<file path="config.mk">
export PLATFORM = sky130hd
export DESIGN_NAME = sar_seq_top
export DESIGN_NICKNAME = d
export VERILOG_FILES = /design/src/rtl/sar_seq_pkg.sv /design/src/rtl/sar_phase_timer.sv /design/src/rtl/sar_code_reg.sv /design/src/rtl/sar_seq_top.sv
export SDC_FILE = /design/constraint.sdc
export NUM_CORES = 1
export LEC_CHECK = 0
export BUFFER_PORTS_ARGS = -buffer_cell sky130_fd_sc_hd__clkbuf_2
export CAP_MARGIN = 20
export CORE_ASPECT_RATIO = 0.8
export CORE_MARGIN = 2
export CORE_UTILIZATION = 44
export DETAILED_ROUTE_END_ITERATION = 8
export GPL_ROUTABILITY_DRIVEN = 0
export SKIP_CTS_REPAIR_TIMING = 1
export SLEW_MARGIN = 0
export SYNTH_ARGS = -nofsm -noshare
export SYNTH_HDL_FRONTEND = slang
export SYNTH_SLANG_ARGS = --single-unit
export TNS_END_PERCENT = 10
</file>
<file path="constraint.sdc">
create_clock -name clk -period 2.52 [get_ports clk]
set_input_delay 0.504 -clock clk [delete_from_list [all_inputs] [get_ports clk]]
set_output_delay 0.504 -clock clk [all_outputs]
set_load 0.02 [all_outputs]
</file>
<file path="src/rtl/sar_seq_pkg.sv">
package sar_seq_pkg;

    parameter int MAX_BITS = 10;
    parameter int LOW_BITS = 8;
    parameter int IDX_W    = $clog2(MAX_BITS);
    parameter int CNT_W    = 5;

    // phase lengths in half-cycle ticks
    parameter int T_SAMP_FIRST  = 8;
    parameter int T_SAMP_NEXT   = 5;
    parameter int T_COMP_FIRST  = 4;   // first bit, hold off
    parameter int T_COMP        = 5;
    parameter int T_END_NOHOLD  = 16;
    parameter int T_END_HOLD    = 8;

    typedef enum logic [1:0] {
        PH_IDLE = 2'd0,
        PH_SAMP = 2'd1,
        PH_COMP = 2'd2,
        PH_END  = 2'd3
    } phase_e;

    typedef struct packed {
        logic wide;
        logic hold;
    } mode_t;

    function automatic logic [CNT_W-1:0] reload(input int ticks);
        return CNT_W'(ticks - 1);
    endfunction

    function automatic logic [IDX_W-1:0] msb_idx(input logic wide);
        return wide ? IDX_W'(MAX_BITS - 1) : IDX_W'(LOW_BITS - 1);
    endfunction

endpackage

</file>
<file path="src/rtl/sar_phase_timer.sv">
module sar_phase_timer
    import sar_seq_pkg::*;
(
    input  logic             clk,
    input  logic             rst,
    input  logic             load,
    input  logic [CNT_W-1:0] load_val,
    output logic             expire
);
    logic [CNT_W-1:0] cnt_q;

    always_ff @(posedge clk) begin
        if (rst)
            cnt_q <= '0;
        else if (load)
            cnt_q <= load_val;
        else if (cnt_q != '0)
            cnt_q <= cnt_q - 1'b1;
    end

    assign expire = (cnt_q == '0);
endmodule

</file>
<file path="src/rtl/sar_code_reg.sv">
module sar_code_reg
    import sar_seq_pkg::*;
(
    input  logic                clk,
    input  logic                rst,
    input  logic                wipe,
    input  logic                set_en,
    input  logic [IDX_W-1:0]    set_idx,
    input  logic                drop_en,
    input  logic [IDX_W-1:0]    drop_idx,
    output logic [MAX_BITS-1:0] code
);
    logic [MAX_BITS-1:0] code_q;

    always_ff @(posedge clk) begin
        if (rst || wipe) begin
            code_q <= '0;
        end else begin
            for (int i = 0; i < MAX_BITS; i++) begin
                if (drop_en && drop_idx == IDX_W'(i)) code_q[i] <= 1'b0;
                if (set_en  && set_idx  == IDX_W'(i)) code_q[i] <= 1'b1;
            end
        end
    end

    assign code = code_q;
endmodule

</file>
<file path="src/rtl/sar_seq_top.sv">
module sar_seq_top
    import sar_seq_pkg::*;
(
    input  logic                clk,
    input  logic                rst,
    input  logic                start,
    input  logic                res10,
    input  logic                hold_en,
    input  logic                cmp_hi,
    output logic [MAX_BITS-1:0] dac_code,
    output logic                sample,
    output logic                busy,
    output logic [MAX_BITS-1:0] result,
    output logic                done
);
    phase_e              phase_q, phase_d;
    mode_t               mode_q;
    logic [IDX_W-1:0]    bit_q, bit_d;
    logic                tmr_load, tmr_exp;
    logic [CNT_W-1:0]    tmr_val;
    logic                set_en, drop_en, wipe, finish;
    logic [IDX_W-1:0]    set_idx;
    logic [MAX_BITS-1:0] code;
    logic [MAX_BITS-1:0] result_q;
    logic                done_q;

    sar_phase_timer u_timer (
        .clk(clk), .rst(rst), .load(tmr_load), .load_val(tmr_val), .expire(tmr_exp)
    );

    sar_code_reg u_code (
        .clk(clk), .rst(rst), .wipe(wipe),
        .set_en(set_en), .set_idx(set_idx),
        .drop_en(drop_en), .drop_idx(bit_q),
        .code(code)
    );

    always_comb begin
        phase_d  = phase_q;
        bit_d    = bit_q;
        tmr_load = 1'b0;
        tmr_val  = '0;
        set_en   = 1'b0;
        set_idx  = bit_q;
        drop_en  = 1'b0;
        wipe     = 1'b0;
        finish   = 1'b0;
        unique case (phase_q)
            PH_IDLE: if (start) begin
                phase_d  = PH_SAMP;
                bit_d    = msb_idx(res10);
                tmr_load = 1'b1;
                tmr_val  = reload(T_SAMP_FIRST);
                wipe     = 1'b1;
            end
            PH_SAMP: if (tmr_exp) begin
                phase_d  = PH_COMP;
                tmr_load = 1'b1;
                tmr_val  = (bit_q == msb_idx(mode_q.wide) && !mode_q.hold)
                           ? reload(T_COMP_FIRST) : reload(T_COMP);
                set_en   = 1'b1;
            end
            PH_COMP: if (tmr_exp) begin
                drop_en  = !cmp_hi;
                tmr_load = 1'b1;
                if (bit_q == '0) begin
                    phase_d = PH_END;
                    tmr_val = mode_q.hold ? reload(T_END_HOLD) : reload(T_END_NOHOLD);
                end else begin
                    bit_d = bit_q - 1'b1;
                    if (mode_q.hold) begin
                        tmr_val = reload(T_COMP);
                        set_en  = 1'b1;
                        set_idx = bit_q - 1'b1;
                    end else begin
                        phase_d = PH_SAMP;
                        tmr_val = reload(T_SAMP_NEXT);
                    end
                end
            end
            PH_END: if (tmr_exp) begin
                phase_d = PH_IDLE;
                finish  = 1'b1;
            end
            default: phase_d = PH_IDLE;
        endcase
    end

    always_ff @(posedge clk) begin
        if (rst) begin
            phase_q  <= PH_IDLE;
            bit_q    <= '0;
            mode_q   <= '0;
            result_q <= '0;
            done_q   <= 1'b0;
        end else begin
            phase_q <= phase_d;
            bit_q   <= bit_d;
            done_q  <= finish;
            if (phase_q == PH_IDLE && start) begin
                mode_q.wide <= res10;
                mode_q.hold <= hold_en;
            end
            if (finish)
                result_q <= code;
        end
    end

    assign dac_code = code;
    assign sample   = (phase_q == PH_SAMP);
    assign busy     = (phase_q != PH_IDLE);
    assign result   = result_q;
    assign done     = done_q;
endmodule

</file>
Yosys cells after proc, flatten, opt, wreduce, memory -nomap -nowiden
Index checks and enable logic that the tools add are counted.

Flip-flop bits (word level): 34. Bits in latches: 0. Bits in writable memories: 0. Bits in read-only memories: 0. Bits of input ports: 6. Output and inout bits: 23. Word-level logic and storage cells: 150. Memories: 0.

$add $sub $neg: 2. Multipliers: 0. Div/mod/pow operators: 0. $lt $le $gt $ge: 0. Eq/ne operators: 28. Shifts and indexed selects: 0. Mux-type cells: 57. Bitwise logic cells: 0. Reductions and logical operators: 46.

Operator list (count): $mux 4 (12); $eq 4x3->1 const B (8); $mux 1 (29); $reduce_bool 2->1 (13); $logic_and 1x1->1 (22); $eq 4x2->1 const B (4); $eq 4x4->1 const B (4); $mux 2 (6); $pmux 4 s3 (1); $mux 5 (2); $mux 3 (3); $eq 4x1->1 const B (2); $logic_not 4->1 (2); $ne 2x2->1 const B (4); $pmux 2 s4 (1); $pmux 4 s2 (1); $logic_not 5->1 (1); $reduce_and 5->1 (1); $reduce_bool 5->1 (1); $sub 5x1->5 const B (1); $eq 2x2->1 const B (2); $eq 4x4->1 (1); $pmux 1 s2 (2); $reduce_and 4->1 (1); 8 further kinds (9).

Longest topological paths before layout
Gate-level depths: netlist of the first run.

Depth in word-level cells: 8. Mapped depth: 8.

By module
Synthesis of the first run repeated with hierarchy kept, for this count alone.

Cells, all modules: 222. Area, all modules: 1836.8 µm².

Modules (own cells, without submodules): sar_seq_top (times used 1, cells each 140, area each 1063.5 µm², sequential area each 380.4 µm²); sar_code_reg (times used 1, cells each 50, area each 485.5 µm², sequential area each 200.2 µm²); sar_phase_timer (times used 1, cells each 32, area each 287.8 µm², sequential area each 100.1 µm²).

Worst setup path after synthesis of the first run
OpenSTA, ideal clock, no wires.

Path kind: register to register. Start point: register bit_q[0]. End point: register phase_q[1]. Setup time: 88 ps. Data arrival time: 1995 ps. Data required time: 2432 ps. Setup slack: 437 ps. Stages on the path, launching flop included: 8. Buffers on the path: 0. Clock period less this slack: 2083 ps. Cells stage by stage: dfxtp_1 > inv_1 > ha_1 > or3b_2 > a21o_1 > a21oi_4 > a21oi_1 > a311oi_2.

Longest elaborated chain between the ends: 4. Elaborated cells on any way between the ends: 6. Classes of those cells: eq/ne (1); mux (3); reduce/logical (2).

RTL lines: start, declared (RTL line sar_seq_top.sv:18) `logic [IDX_W-1:0] bit_q, bit_d;`; start signal, assigned (RTL line sar_seq_top.sv:98) `bit_q <= bit_d;`; $logic_not 4->1 * (RTL line sar_seq_top.sv:66) `if (bit_q == '0) begin`; $mux 2 (RTL line sar_seq_top.sv:66); $mux 2 (RTL line sar_seq_top.sv:63) `PH_COMP: if (tmr_exp) begin`; $pmux 2 s4 (RTL line sar_seq_top.sv:48) `unique case (phase_q)`; end signal, assigned (RTL line sar_seq_top.sv:97) `phase_q <= phase_d;`; end, declared (RTL line sar_seq_top.sv:16) `phase_e phase_q, phase_d;`.

Mark *: on every way between the ends. The rest lies on a longest branch, timed or not. The select of a mux whose other input is x is not followed. A chain may end at the register's enable or synchronous reset.

Worst setup path after layout of the first run
Same ends and word-level chain as after synthesis.

==> metrics.txt, run 1 <==
vias in the first global route 1,632; placed cells 318; Flop pwr share 0.298; worst hold path endpoint result[9]; Diodes inserted 0; Max clock buf depth 2; DP Wirelength 3560 um; crit path max-delay cell type or3b_2; Die Area 4950 um^2; Post-Syn Area 1940 um^2; grt total ovfl 0; CP startpoint kind register; status complete, no violations; CTS buffer count 5; Final Cycle Share 0.909; Avg WL per Cell 14.6 um; final setup violation count 0; Die Wd 78.2 um; TritonRoute pass-1 iters 4; worst r2r path cells 7; chip height 63.4 um; r2r startpoint bit_q[0]; root buf cell clkbuf_8; max-cap viol count 0; crit path capture type register; final net count 284; Pwr Density 1130 nW/um^2; post-synthesis sequential area ratio 0.351; GRT Util Overall 0.211; final hold violations 0; via count 1,759; Slew Viols, Final 0; CP Buf/Inv Count 1; FF+latch count, synth 34; synth-to-layout area growth 16.4%; Post-Layout Cell Count 326; switching pwr 0.00118 W; most frequent cells in the layout nand2_1, dfxtp_1, clkbuf_2; Clock Skew 6.83 ps; worst-path fanout max 8; Sink Count 34; total chip power 0.00255 W; Port Buffers 28; Remaining DRCs 0; pin count of the biggest net entering global routing 25; Clock transition at path regs 70 ps; switching share of power 0.461; Worst Tran Pin Value 554 ps; first-pass GRT wire length 8110 um; GRT met2 Usage 0.300; crit-path cells inv_1 -> ha_2 -> or3b_2 -> a21o_1 -> a21oi_4 -> a21oi_1 -> a311oi_2; worst hold path class reg -> reg; Hold Path Cell Cnt 2; Starting Density 0.461; GRT Max-Usage Layer met1; Tmin final 2290 ps; post-layout util 0.537; CP peak stage delay 510 ps; logic gate share of total power 0.539; worst path required time 2730 ps; grt met3 use 0.0430; row count 21; met1 usage in global routing 0.305; Mapped Avg Cell Area 8.21 um^2; IO Pins 29; ys async rst share 0; clk_lat worst skew 290 ps; most common cell after layout, fill and taps aside nand2_1; VDD IR-drop max 0.722 mV; Yosys Warn Count 0; arrival time at the worst endpoint 2500 ps; CTS H-tree depth 2; antenna viol nets, final 0; EDFF count, synth 0; Syn Inst Count 236; starting DRC count in detailed routing 87; Worst slew margin 0.629; clock power share 0.163; vias per cell 5.40; worst hold slack 455 ps; syn_nets 252; WL final 4750 um; Int Power 0.00138 W; Max Fclk 436 MHz; r2r setup slk 230 ps; Core Region 4200 um^2; cell class contributing the biggest share of worst-path delay compound AO/OA/AOI/OAI gates; Main synth FF type dfxtp_1; RSZ-0062 raised after global routing no; CTS tree built; Leakage Power 0.905 nW; post-route setup TNS 0 ps; initial antenna violation count 0; share of cells above drive strength 1 0.208; worst reg2reg endpoint phase_q[1]; crit path kind reg -> reg; Hold Path Origin result[9]; Yosys cell types 50
## state kept, by name (all words and copies together), names as in the netlist
register	count
done	1
u_timer.cnt_q	5
result	10
u_code.code	10
bit_q	4
phase_q	2
mode_q	2
## how the worst max path moves through the flow
stage / endpoint / start / slack (ps) / depth (start not counted)
finish: phase_q[1] / bit_q[0] / 230 / 7
global route: phase_q[1] / bit_q[0] / 60 / 7
CTS: bit_q[1] / bit_q[0] / 130 / 7
detailed placement: bit_q[1] / bit_q[0] / 160 / 7
global placement: phase_q[1] / bit_q[0] / 150 / 7
floorplan: phase_q[1] / bit_q[0] / 440 / 7
## cells in the mapped netlist, drive strengths merged (2+ instances only)
library cell	n	area (um^2)
o21ai	11	55.1
o211ai	5	37.5
inv	11	41.3
a311oi	3	32.5
a31oi	3	18.8
xor2	3	26.3
and2	2	12.5
ha	10	125
o31ai	6	58.8
buf	3	21.3
o22ai	2	12.5
a211o	3	26.3
nor3	4	31.3
nand3	12	60.1
a211oi	4	30.0
a31o	2	17.5
clkbuf	9	33.8
dfxtp	34	681
nor2b	3	18.8
mux2i	2	20.0
nand2b	4	25.0
a21oi	22	121
nor3b	2	31.3
nor2	15	56.3
nand2	40	150
xnor2	3	26.3
a21o	2	15.0
## routing by layer
layer | up-vias | part of all wire
met4 | 0 | 0.017
met2 | 28 | 0.41
li1 | 905 | -
met1 | 818 | 0.54
met5 | - | 0
met3 | 8 | 0.031
## cell families after synthesis
kind of cell,Yosys count,synth area share
buffers and inverters,23,0.0497
XOR/XNOR,6,0.0271
AO/OA/AOI/OAI,69,0.246
multiplexers,3,0.0181
adder cells (fa/ha/maj),10,0.0646
flip-flops,34,0.351
AND/OR/NAND/NOR,91,0.243
## stage by stage
| stage | setup WS, ps | instance area (um^2) |
|---|---|---|
| floorplan | 437 | 1940 |
| global route | 63.1 | 2260 |
| finish | 229 | 2260 |
| CTS | 134 | 2250 |
| global placement | 152 | 2160 |
| detailed placement | 158 | 2160 |
## tightest hold or removal path: stages (launching register included)
cell	delay (ps)
dfxtp_1	310
nand2_1	50
a21oi_1	50
## power by group through the flow
stage	Combinational, W	Clock, W	Sequential (W)
after floorplan	0.00106	0	0.000725
after global placement	0.00136	0	0.000773
after detailed placement	0.00135	0	0.000772
after CTS	0.00136	0.000431	0.000760
after global routing	0.00152	0.000444	0.000775
final	0.00137	0.000417	0.000760
## layout make-up
class / instances / area [um^2]
Fill cell: 415 / 1950
Sequential cell: 34 / 681
Inverter: 11 / 41.3
Multi-Input combinational cell: 179 / 1160
Timing Repair Buffer: 37 / 208
Clock buffer: 7 / 86.3
Clock inverter: 1 / 5.00
Tap cell: 57 / 71.3
(Power assumes the default switching activity.)
==> run 2: changes to the inputs <==
Settings changed: CORE_UTILIZATION 44 to 56, PLACE_DENSITY from default to 0.79.
==> run 2 against run 1 <==
Against the previous run: hold slack worse by 2.5 ps; critical path type unchanged; register-to-register slack worse by 50 ps; highest routed layer unchanged; via count up 0.40%; wire length down 4.2%.
==> metrics.txt, run 2 (synthesized netlist as in run 1, its figures left out) <==
Starting Density 0.574 (+0.113); DP Wirelength 3220 um (-9.4%); placed cells 300 (-5.7%); Clock Skew 6.53 ps (-0.303 ps); WL final 4550 um (-4.2%); clock power share 0.226 (+0.063); Sink Count 34 (unchanged); Diodes inserted 0 (unchanged); Port Buffers 28 (unchanged); CP peak stage delay 520 ps (about the same); Post-Layout Cell Count 308 (-5.5%); Final Cycle Share 0.930 (+0.0209); Int Power 0.00151 W (+9.7%); worst hold path class in -> reg; clk_lat worst skew 290 ps (about the same); Leakage Power 0.912 nW (+0.70%); Die Wd 69.8 um (-11%); final net count 281 (-1.1%); synth-to-layout area growth 16.5%; TritonRoute pass-1 iters 4 (unchanged); row count 19 (-9.5%); most common cell after layout, fill and taps aside nand2_1; starting DRC count in detailed routing 79 (-9.2%); Fillers 302 (-27%); r2r setup slk 180 ps (-50 ps); Avg WL per Cell 14.8 um (+1.4%); most frequent cells in the layout nand2_1, dfxtp_1, clkbuf_2; CTS buffer count 5 (unchanged); vias in the first global route 1,615 (-1.0%); Worst slew margin 0.636 (+0.00684); worst path required time 2720 ps (about the same); final setup violation count 0 (unchanged); vias per cell 5.73 (+6.3%); via count 1,766 (+0.40%); switching pwr 0.00119 W (+0.81%); grt total ovfl 0 (unchanged); root buf cell clkbuf_8; RSZ-0062 raised after global routing no; max-cap viol count 0 (unchanged); status complete, no violations; Flop pwr share 0.288 (-0.010); CP startpoint kind register; share of cells above drive strength 1 0.199 (-0.00893); post-route setup TNS 0 ps (unchanged); Slew Viols, Final 0 (unchanged); first-pass GRT wire length 7750 um (-4.4%); Clock transition at path regs 70 ps (about the same); crit-path cells inv_1 -> ha_1 -> or3b_2 -> a21o_1 -> a21oi_4 -> a21oi_1 -> a311oi_2; switching share of power 0.440 (-0.0209); total chip power 0.00269 W (+5.6%); antenna viol nets, final 0 (unchanged); Max clock buf depth 2 (unchanged); GRT Util Overall 0.248 (+0.0371); worst-path fanout max 8 (unchanged); IO Pins 29 (unchanged); VDD IR-drop max 0.776 mV (+7.6%); arrival time at the worst endpoint 2550 ps (+50 ps); CTS H-tree depth 2 (unchanged); crit path kind reg -> reg; crit path max-delay cell type or3b_2; Core Region 3380 um^2 (-20%); Remaining DRCs 0 (unchanged); CTS tree built; Die Area 3950 um^2 (-20%); Worst Tran Pin Value 541 ps (-13.6 ps); logic gate share of total power 0.486 (-0.053); chip height 56.6 um (-11%); Pwr Density 1190 nW/um^2 (+5.5%); Max Fclk 427 MHz (-2.2%); Tmin final 2340 ps (+52.7 ps); crit path capture type register; initial antenna violation count 0 (unchanged); pin count of the biggest net entering global routing 25 (unchanged); final hold violations 0 (unchanged)
run 2: changes by cell type in the layout (fill, tap and decap cells not counted):
cell / previous run / this run
ha_1: 9 / 10
ha_2: 1 / 0
buf_4: 9 / 6
clkinv_4: 0 / 1
bufinv_16: 0 / 2
clkbuf_1: 1 / 0
clkinv_2: 1 / 0
clkbuf_8: 6 / 5
run 2: metrics by stage:
stage	setup slack [ps]	area, um^2	utilization	hold WS [ps]
5_1_grt	32.5	2260	0.669	479
6_report	176	2260	0.669	453
3_3_place_gp	272	2120	0.628	441
4_1_cts	197	2260	0.669	447
3_5_place_dp	228	2120	0.628	446
2_1_floorplan	437	1940	-	450
run 2: power by group through the flow:
stage | Clock [W] | Combinational (W) | Sequential [W]
2_1_floorplan | 0 | 0.00106 | 0.000725
3_3_place_gp | 0 | 0.00126 | 0.000775
3_5_place_dp | 0 | 0.00128 | 0.000782
4_1_cts | 0.000615 | 0.00129 | 0.000771
5_1_grt | 0.000634 | 0.00144 | 0.000796
6_report | 0.000609 | 0.00131 | 0.000776
run 2: layout make-up:
class                      count  area, um^2  area share
clock inverter                 3        68.8      0.0305
multi-input combinational    179        1160       0.514
inverter                      11        41.3      0.0183
clock buffer                   5        68.8      0.0305
sequential                    34         681       0.301
timing repair buffer          34         185      0.0820
tap                           42        52.6      0.0233
run 2: worst max-delay path, delay by kind of cell (launching register included):
family / cells / cell delay, ps
buffers and inverters: 1 / 230
AND/OR/NAND/NOR: 1 / 520
adder cells (fa/ha/maj): 1 / 350
AO/OA/AOI/OAI: 4 / 760
flip-flops: 1 / 400
run 2: final timing paths:
check                                from          to  cells after the start
worst min-delay path              hold_en   mode_q[0]                      3
worst min register to register  result[6]   result[6]                      2
worst max register to register   bit_q[0]  phase_q[1]                      7
worst max-delay path             bit_q[0]  phase_q[1]                      7
run 2: per-layer routing:
layer  global-route usage  wire length (um)  vias up
li1                     -                 -      903
met3               0.0485               191       15
met5                    0                 0        -
met1                0.360              2290      796
met2                0.348              1950       52
met4                0.126               126        0
